==> src/rtl/xdec_pkg.sv <==
package xdec_pkg;
    localparam int WORD_W  = 32;
    localparam int PRIM_W  = 6;
    localparam int SUB_W   = 5;
    localparam int OP_W    = 6;
    localparam int PRIM_HI = WORD_W - 1;
    localparam int PRIM_LO = WORD_W - PRIM_W;
    localparam int SUB_LO  = OP_W;
    localparam int SUB_HI  = SUB_LO + SUB_W - 1;
    localparam int OP_HI   = OP_W - 1;
    localparam int MID_W   = PRIM_LO - OP_W;

    typedef struct packed {
        logic              vld;
        logic [WORD_W-1:0] word;
        logic              strobe;
        logic [SUB_W-1:0]  sub;
        logic [OP_W-1:0]   op;
        logic              wb_sel;
    } issue_t;
endpackage

==> src/rtl/xdec_classify.sv <==
module xdec_classify
    import xdec_pkg::*;
#(
    parameter logic [PRIM_W-1:0] EXT_PRIMARY = 6'h3E
) (
    input  logic [WORD_W-1:0] word,
    output logic              is_ext,
    output logic [SUB_W-1:0]  sub,
    output logic [OP_W-1:0]   op
);
    always_comb begin
        is_ext = (word[PRIM_HI:PRIM_LO] == EXT_PRIMARY);
        sub    = word[SUB_HI:SUB_LO];
        op     = word[OP_HI:0];
    end
endmodule

==> src/rtl/xdec_rewrite.sv <==
module xdec_rewrite
    import xdec_pkg::*;
#(
    parameter logic [OP_W-1:0] SUBST_FUNCT = 6'h25
) (
    input  logic [WORD_W-1:0] word,
    input  logic              is_ext,
    output logic [WORD_W-1:0] issued
);
    logic [MID_W-1:0] mid;

    always_comb begin
        mid = word[PRIM_LO-1:OP_W];
        if (is_ext) begin
            issued = {{PRIM_W{1'b0}}, mid, SUBST_FUNCT};
        end else begin
            issued = word;
        end
    end
endmodule

==> src/rtl/xdec_predecode.sv <==
module xdec_predecode
    import xdec_pkg::*;
#(
    parameter logic [PRIM_W-1:0] EXT_PRIMARY = 6'h3E,
    parameter logic [OP_W-1:0]   SUBST_FUNCT = 6'h25
) (
    input  logic              clk,
    input  logic              rst,
    input  logic              fetch_valid,
    input  logic [WORD_W-1:0] fetch_word,
    output logic              issue_valid,
    output logic [WORD_W-1:0] issue_word,
    output logic              xif_strobe,
    output logic [SUB_W-1:0]  xif_sub,
    output logic [OP_W-1:0]   xif_op,
    output logic              wb_from_xif
);
    logic              is_ext;
    logic [SUB_W-1:0]  sub_f;
    logic [OP_W-1:0]   op_f;
    logic [WORD_W-1:0] rewritten;
    issue_t            stage_d, stage_q;

    xdec_classify #(.EXT_PRIMARY(EXT_PRIMARY)) classify_i (
        .word   (fetch_word),
        .is_ext (is_ext),
        .sub    (sub_f),
        .op     (op_f)
    );

    xdec_rewrite #(.SUBST_FUNCT(SUBST_FUNCT)) rewrite_i (
        .word   (fetch_word),
        .is_ext (is_ext),
        .issued (rewritten)
    );

    always_comb begin
        stage_d = '0;
        if (fetch_valid) begin
            stage_d.vld    = 1'b1;
            stage_d.word   = rewritten;
            stage_d.strobe = is_ext;
            stage_d.wb_sel = is_ext;
            if (is_ext) begin
                stage_d.sub = sub_f;
                stage_d.op  = op_f;
            end
        end
    end

    always_ff @(posedge clk) begin
        if (rst) begin
            stage_q <= '0;
        end else begin
            stage_q <= stage_d;
        end
    end

    assign issue_valid = stage_q.vld;
    assign issue_word  = stage_q.word;
    assign xif_strobe  = stage_q.strobe;
    assign xif_sub     = stage_q.sub;
    assign xif_op      = stage_q.op;
    assign wb_from_xif = stage_q.wb_sel;
endmodule

==> config.mk <==
export PLATFORM = sky130hd
export DESIGN_NAME = xdec_predecode
export DESIGN_NICKNAME = d
export VERILOG_FILES = /design/src/rtl/xdec_pkg.sv /design/src/rtl/xdec_classify.sv /design/src/rtl/xdec_rewrite.sv /design/src/rtl/xdec_predecode.sv
export SDC_FILE = /design/constraint.sdc
export NUM_CORES = 1
export LEC_CHECK = 0
export BUFFER_PORTS_ARGS = -buffer_cell sky130_fd_sc_hd__buf_2
export CORE_MARGIN = 3
export CORE_UTILIZATION = 45
export DETAILED_ROUTE_END_ITERATION = 6
export PLACE_DENSITY = 0.87
export SYNTH_ARGS = -nofsm -noshare
export SYNTH_HDL_FRONTEND = slang
export SYNTH_SLANG_ARGS = --single-unit
==> constraint.sdc <==
create_clock -name clk -period 1.8 [get_ports clk]
set_input_delay 0.18 -clock clk [delete_from_list [all_inputs] [get_ports clk]]
set_output_delay 0.18 -clock clk [all_outputs]
set_load 0.05 [all_outputs]
### Word level (Yosys, flattened, before mapping)

Index checks and enable logic that the tools add are counted.

| word-level totals | value |
|---|---|
| input port bits | 35 |
| register bits | 45 |
| output and inout port bits | 46 |
| word-level logic and storage cells | 15 |

| cells by class | value |
|---|---|
| multiplexer cells | 3 |
| reduce and logical (&&, ||, !) cells | 3 |
| bitwise operators | 2 |
| equal/unequal tests | 1 |

Operators by type and width:

| cell | count |
|---|---|
| 46-bit two-way mux | 1 |
| 32-bit two-way mux | 1 |
| 11-bit two-way mux | 1 |
| 6-bit equality test (second input constant) | 1 |
| 3-bit OR reduction | 2 |
| 1-bit inverter | 2 |
| 2-bit OR reduction | 1 |

### Longest topological paths before layout

Gate-level depths: netlist (run 1).

| depth | value |
|---|---|
| depth after elaboration | 3 |
| depth in mapped cells | 3 |
| depth with buffers taken out | 2 |

### Hierarchy

Synthesis (run 1) repeated with hierarchy kept, for this count alone.

| second synthesis, totals | value |
|---|---|
| cells, all modules | 146 |
| area, all modules | 1,715.4 um^2 |

Modules (own cells, without submodules):

| module | instances | cells each | area an instance (um^2) | seq. area each (um^2) |
|---|---|---|---|---|
| xdec_predecode | 1 | 100 | 1,376.3 | 900.9 |
| xdec_rewrite | 1 | 33 | 237.7 | 0.0 |
| xdec_classify | 1 | 13 | 101.3 | 0.0 |

### Least setup slack after synthesis (run 1)

OpenSTA, ideal clock, no wires.

| path | value |
|---|---|
| path type | register to output |
| from | register, netlist name wb_from_xif |
| to | output xif_strobe |
| required time | 1,620 ps |
| path buffers | 1 |
| stages on the path, launching flop included | 2 |
| path slack | 726 ps |
| arrival time | 894 ps |
| cell sequence | dfxtp_1 > buf_4 |

RTL lines:

| what | RTL line | source |
|---|---|---|
| end, declared | xdec_predecode.sv:13 | `output logic xif_strobe,` |

### Worst setup path in the final report (run 1)

| path | value |
|---|---|
| from | register stage_q (netlist bit issue_word[1]) |
| to | output issue_word[1] |

RTL lines:

| what | RTL line | source |
|---|---|---|
| start, declared | xdec_predecode.sv:22 | `issue_t stage_d, stage_q;` |
| start signal, assigned | xdec_predecode.sv:55 | `stage_q <= stage_d;` |
| end, declared | xdec_predecode.sv:12 | `output logic [WORD_W-1:0] issue_word,` |

No word-level cell between the ends.

==> results of run 1 <==
==> cell families after synthesis <==
| group | Yosys count | synth area share, % |
|---|---|---|
| buffers and inverters | 9 | 4.74 |
| AND/OR/NAND/NOR | 43 | 21.8 |
| flip-flops | 45 | 66.9 |
| AO/OA/AOI/OAI | 11 | 6.51 |
==> per-stage QoR <==
stage          hold WS, ps  total power, mW  area [um^2]  util [%]
2_1_floorplan          297             1.21         1350         -
3_3_place_gp           384             1.28         1730      61.6
3_5_place_dp           383             1.29         1730      61.6
4_1_cts               18.9             2.01         1830      65.3
5_1_grt               20.6             2.07         1830      65.3
6_report              31.9             1.99         1830      65.3
==> power groups by stage <==
| stage | logic (mW) | registers [mW] | clock network, mW |
|---|---|---|---|
| global route | 0.247 | 1.04 | 0.790 |
| global placement | 0.227 | 1.05 | 0 |
| detailed placement | 0.232 | 1.06 | 0 |
| CTS | 0.233 | 1.03 | 0.741 |
| floorplan | 0.0481 | 1.17 | 0 |
| finish | 0.230 | 1.03 | 0.726 |
==> cell usage after synthesis <==
cell type   n
buf_6       3
nand2b_1    1
clkbuf_2    1
inv_1       2
buf_4       1
and2b_4     1
o211a_1     5
nor2b_1     1
o21ai_0     1
o2bb2ai_1   2
a21oi_1     3
buf_2       2
nor3_1      6
and4_1      6
nand4_2     1
nor2_1      1
dfxtp_1    45
nand3b_1    4
nand4bb_1   1
and2_1     21
==> final timing paths <==
check                 depth (start not counted)                         to
worst min-delay path                          2  issue_word[23]$_SDFF_PP0_
worst max-delay path                          1              issue_word[1]
==> registers in the layout, indices dropped and copies added (netlist names) <==
name and cells:
xif_sub 5, issue_word 32, issue_valid 1, xif_op 6, wb_from_xif 1
==> routing by layer <==
metal / wire [um] / GRT usage, % / part of all wire [%] / up-vias
met5: 0 / 0 / 0 / -
met4: 38 / 7.43 / 1.4 / 0
met3: 345 / 7.02 / 13 / 5
li1: - / - / - / 521
met1: 994 / 16.0 / 36 / 478
met2: 1370 / 28.2 / 50 / 55
==> layout make-up <==
class / instances / area [um^2] / share of cell area, %
inverter: 2 / 7.51 / 0.410
tap: 31 / 38.8 / 2.12
sequential: 45 / 901 / 49.2
multi-input combinational: 54 / 382 / 20.8
clock inverter: 3 / 65.1 / 3.55
timing repair buffer: 80 / 400 / 21.9
clock buffer: 5 / 37.5 / 2.05
==> metrics.yaml, run 1 <==
finish:
  antenna_cells: 0
  drive_gt1_share_pct: 47.6
  syn_to_final_growth_pct: 36.1
  stdcell_count: 220
  final_common_cell: "buf_2"
  fillerInstances: 250
  fin_nets: 223
  final_cell_mix: "80 x buf_2, 45 x dfxtp_1, 21 x and2_1"
clock_network:
  post_cts_buffers: 0
  cts_tree: "done"
  cts_buffer_depth: 2
  ctsHoldBuffers: 0
  clock_sinks: 45
  htree_levels: 2
  clkSlewWorstSetupHoldPaths_ps: 120
  numCtsBuffers: 5
  cts_resized: 0
  root_buffer: "clkbuf_4"
status:
  status: "finished clean"
die:
  die-area_mm2: 0.00368
  fp.coreArea_mm2: 0.00281
  die_h_um: 60.7
  chipWidth_um: 60.7
  initial_utilization_pct: 48.0
  rows: 19
  num_io_pins: 81
power:
  switching_power_mw: 0.465
  clkPwrFrac_pct: 36.5
  internal-power_mw: 1.52
  p_leak_nw: 0.976
  power_density_mw_per_mm2: 1090
  switching_share_pct: 23.4
  ir_drop_uv: 597
  power_frac_seq_pct: 51.9
  pwr-share-comb_pct: 11.6
placement:
  gp_congestion: 0.693
  dp_hpwl_um: 2170
  port_buffers: 80
  placed_cells: 212
  dp_slack_ps: 718
critical_path:
  cp-end-kind: "primary output"
  worst-path-max-fanout: 1
  worst-path-buf-inv: 1
  max_stage_delay_ps: 340
  cp_data_arrival_time_ps: 940
  cp-start-kind: "flop"
  critical_path.top_delay_family: "flip-flops"
  criticalPathCategory: "reg2out"
  crit_path_start: "issue_word[1]$_SDFF_PP0_"
  crit_chain: "buf_2"
  cp.required_ps: 1620
  critPathSlowestCell: "dfxtp_1"
worst_hold_path:
  hold_class: "in2reg"
  hold_start: "fetch_word[23]"
global_route:
  grt_overflow: 0
  antenna_found_initial: 0
  grt_pass1_vias: 1027
  grt_max_degree: 35
  grt_pass1_wl_um: 4290
  grt_usage_pct: 16.0
synth:
  synth_area_leaders: "dfxtp_1 67%, and2_1 9.8%, and4_1 3.9%, o211a_1 3.7%, buf_6 2.5%"
  syn_area_mm2: 0.00135
  synth-seq-area-share_pct: 66.9
  synth_seq_cells: 45
  syn_inst: 108
  synth_top_area_share_pct: 66.9
  postSynthAreaPerCell_um2: 12.5
  syn-num-nets: 143
  synth_area_leader_cell: "dfxtp_1"
  ys_types: 20
  yosysWarnings: 0
route:
  viasPerCell: 4.81
  wl_per_cell_um: 12.5
  dr.pass1.iters: 4
  drtIter0Drc: 26
  wl_um: 2750
  vias: 1059
  drt_drc_violations_left: 0
  drtAntennaViolNets: 0
run:
  max-cap-violations: 0
sta:
  post-route-period-util_pct: 62.2
  finalSetupViolations: 0
  slew_viol_final: 0
  hold_viol: 0
  fin_crit_ps: 1120
  rsz0062_at_grt: "false"
  slew_headroom_pct: 70.7
  worst_pin_slew_ps: 439
  setup_slack_ps: 681
  max_clock_freq_ghz: 0.893
  final.setup.tns_ps: 0
No activity file was read; power rests on OpenSTA's default activity.
==> run 2: changes to the inputs <==
--- a/config.mk
+++ b/config.mk
@@ -7,9 +7,9 @@
 export LEC_CHECK = 0
 export BUFFER_PORTS_ARGS = -buffer_cell sky130_fd_sc_hd__buf_2
 export CORE_MARGIN = 3
-export CORE_UTILIZATION = 45
+export CORE_UTILIZATION = 41
 export DETAILED_ROUTE_END_ITERATION = 6
-export PLACE_DENSITY = 0.87
+export PLACE_DENSITY = 0.8
 export SYNTH_ARGS = -nofsm -noshare
 export SYNTH_HDL_FRONTEND = slang
 export SYNTH_SLANG_ARGS = --single-unit
==> constraint.sdc (replaced) <==
create_clock -name clk -period 1.05 [get_ports clk]
set_input_delay 0.105 -clock clk [delete_from_list [all_inputs] [get_ports clk]]
set_output_delay 0.105 -clock clk [all_outputs]
set_load 0.05 [all_outputs]
==> run 2 against run 1 <==
Core utilization is 5.1 points higher; sequential power is 73% higher; hold slack worse by 11 ps.
==> metrics.yaml, run 2 (same netlist as run 1, synthesis figures left out) <==
worst_hold_path:
  hold_class: "in2reg"  # unchanged
sta:
  rsz0062_at_grt: "true"  # was false
  fin_crit_ps: 1020
  post-route-period-util_pct: 97.4
  slew_headroom_pct: 67.0  # was 70.7%
  hold_viol: 0  # unchanged
  slew_viol_final: 0  # unchanged
  worst_pin_slew_ps: 494  # was 439 ps
  finalSetupViolations: 0  # unchanged
  max_clock_freq_ghz: 0.978
  setup_slack_ps: 27.4  # was 681 ps
finish:
  final_cell_mix: "45 x dfxtp_1, 34 x buf_2, 26 x clkbuf_4"  # was 80 x buf_2, 45 x dfxtp_1, 21 x and2_1
  multiInputGateArea_um2: 382  # unchanged
  final_common_cell: "dfxtp_1"  # was buf_2
  fin_util_pct: 70.4  # was 65.3%
  drive_gt1_share_pct: 42.7  # was 47.6%
  antenna_cells: 0  # unchanged
  fin_nets: 247  # was 223
  fillerInstances: 233  # was 250
  syn_to_final_growth_pct: 62.2  # was 36.1%
  largest_register_ffs: 32  # unchanged
  regArea_um2: 901  # unchanged
global_route:
  grt_max_degree: 35  # unchanged
  grt_pass1_wl_um: 5410  # was 4290 um
  grt_overflow: 0  # unchanged
  grt_usage_pct: 17.7  # was 16.0%
  antenna_found_initial: 0  # unchanged
  grt_pass1_vias: 1165  # was 1027
route:
  wl_um: 3830  # was 2750 um
  drt_drc_violations_left: 0  # unchanged
  drtIter0Drc: 28  # was 26
  vias: 1199  # was 1059
  drtAntennaViolNets: 0  # unchanged
  dr.pass1.iters: 4  # unchanged
  wl_per_cell_um: 14.9  # was 12.5 um
  viasPerCell: 4.67  # was 4.81
critical_path:
  cp-end-kind: "primary output"  # unchanged
  critPathSlowestCell: "dfxtp_1"  # unchanged
  worst-path-buf-inv: 1  # unchanged
  crit_chain: "buf_4"  # was buf_2
  criticalPathCategory: "reg2out"  # unchanged
  critical_path.top_delay_family: "flip-flops"  # unchanged
  worst-path-max-fanout: 1  # unchanged
  cp_data_arrival_time_ps: 920  # was 940 ps
  max_stage_delay_ps: 370  # was 340 ps
  cp.required_ps: 940  # was 1620 ps
  cp-start-kind: "flop"  # unchanged
power:
  ir_drop_uv: 709  # was 597 uV
  p_leak_nw: 1.06  # was 0.976 nW
  power_density_mw_per_mm2: 1460  # was 1090 mW/mm^2
  total_power_mw: 3.18  # was 1.99 mW
clock_network:
  root_buffer: "clkbuf_4"  # unchanged
  cts_buffer_depth: 2  # unchanged
  htree_levels: 2  # unchanged
  clkSlewWorstSetupHoldPaths_ps: 120  # about the same
  cts_tree: "done"  # unchanged
  numCtsBuffers: 5  # unchanged
  clock_sinks: 45  # unchanged
status:
  status: "finished clean"  # unchanged
run:
  max-cap-violations: 0  # unchanged
die:
  die_h_um: 63.3  # was 60.7 um
  die-area_mm2: 0.00401  # was 0.00368 mm^2
  chipWidth_um: 63.3  # was 60.7 um
  fp.coreArea_mm2: 0.00310  # was 0.00281 mm^2
  rows: 20  # was 19
  num_io_pins: 81  # unchanged
  initial_utilization_pct: 43.4  # was 48.0%
placement:
  dp_slack_ps: 78.8  # was 718 ps
  port_buffers: 80  # unchanged
  dp_hpwl_um: 2240  # was 2170 um
  gp_congestion: 0.800  # was 0.693
## run 2: power breakdown
group	leakage (nW)	internal [mW]	switching [mW]
Sequential	0.368	1.76	0.0168
Combinational	0.648	0.201	0.304
Clock	0.0413	0.389	0.509
## run 2: area by class of cell
| type | count | share of cell area, % |
|---|---|---|
| Clock buffer | 7 | 2.98 |
| Clock inverter | 1 | 0.229 |
| Inverter | 2 | 0.344 |
| Multi-Input combinational cell | 54 | 17.5 |
| Sequential cell | 45 | 41.3 |
| Tap cell | 44 | 2.52 |
| Timing Repair Buffer | 104 | 35.2 |
## run 2: what timing repair did
action | in CTS | in global routing
resized for setup | 9 | 57
hold buffers | 22 | 1
buffers inserted | 0 | 0
endpoints found under the setup margin | 11 | 38
endpoints found under the hold margin | 24 | 1
## run 2: final timing paths
| kind | startpoint | end | slack (ps) | depth (start not counted) |
|---|---|---|---|---|
| worst max-delay path | issue_word[19]$_SDFF_PP0_ | issue_word[19] | 30 | 1 |
| worst min-delay path | fetch_word[27] | issue_word[27]$_SDFF_PP0_ | 20 | 2 |
## run 2: routing by layer
layer	up-vias	wire, um	GRT usage [%]
met1	561	1480	19.6
met2	60	2010	30.4
met3	6	277	5.88
li1	572	-	-
met4	0	74	8.36
met5	-	0	0
## run 2: metrics by stage
step | instance area, um^2 | hold slack (ps) | std cells | TNS [ps]
3_3_place_gp | 1750 | 305 | 226 | 0
5_1_grt | 2180 | 1.27 | 257 | -123
4_1_cts | 2070 | 6.67 | 256 | -33.3
6_report | 2180 | 20.9 | 257 | 0
3_5_place_dp | 1750 | 310 | 226 | 0
2_1_floorplan | 1350 | 222 | 108 | 0
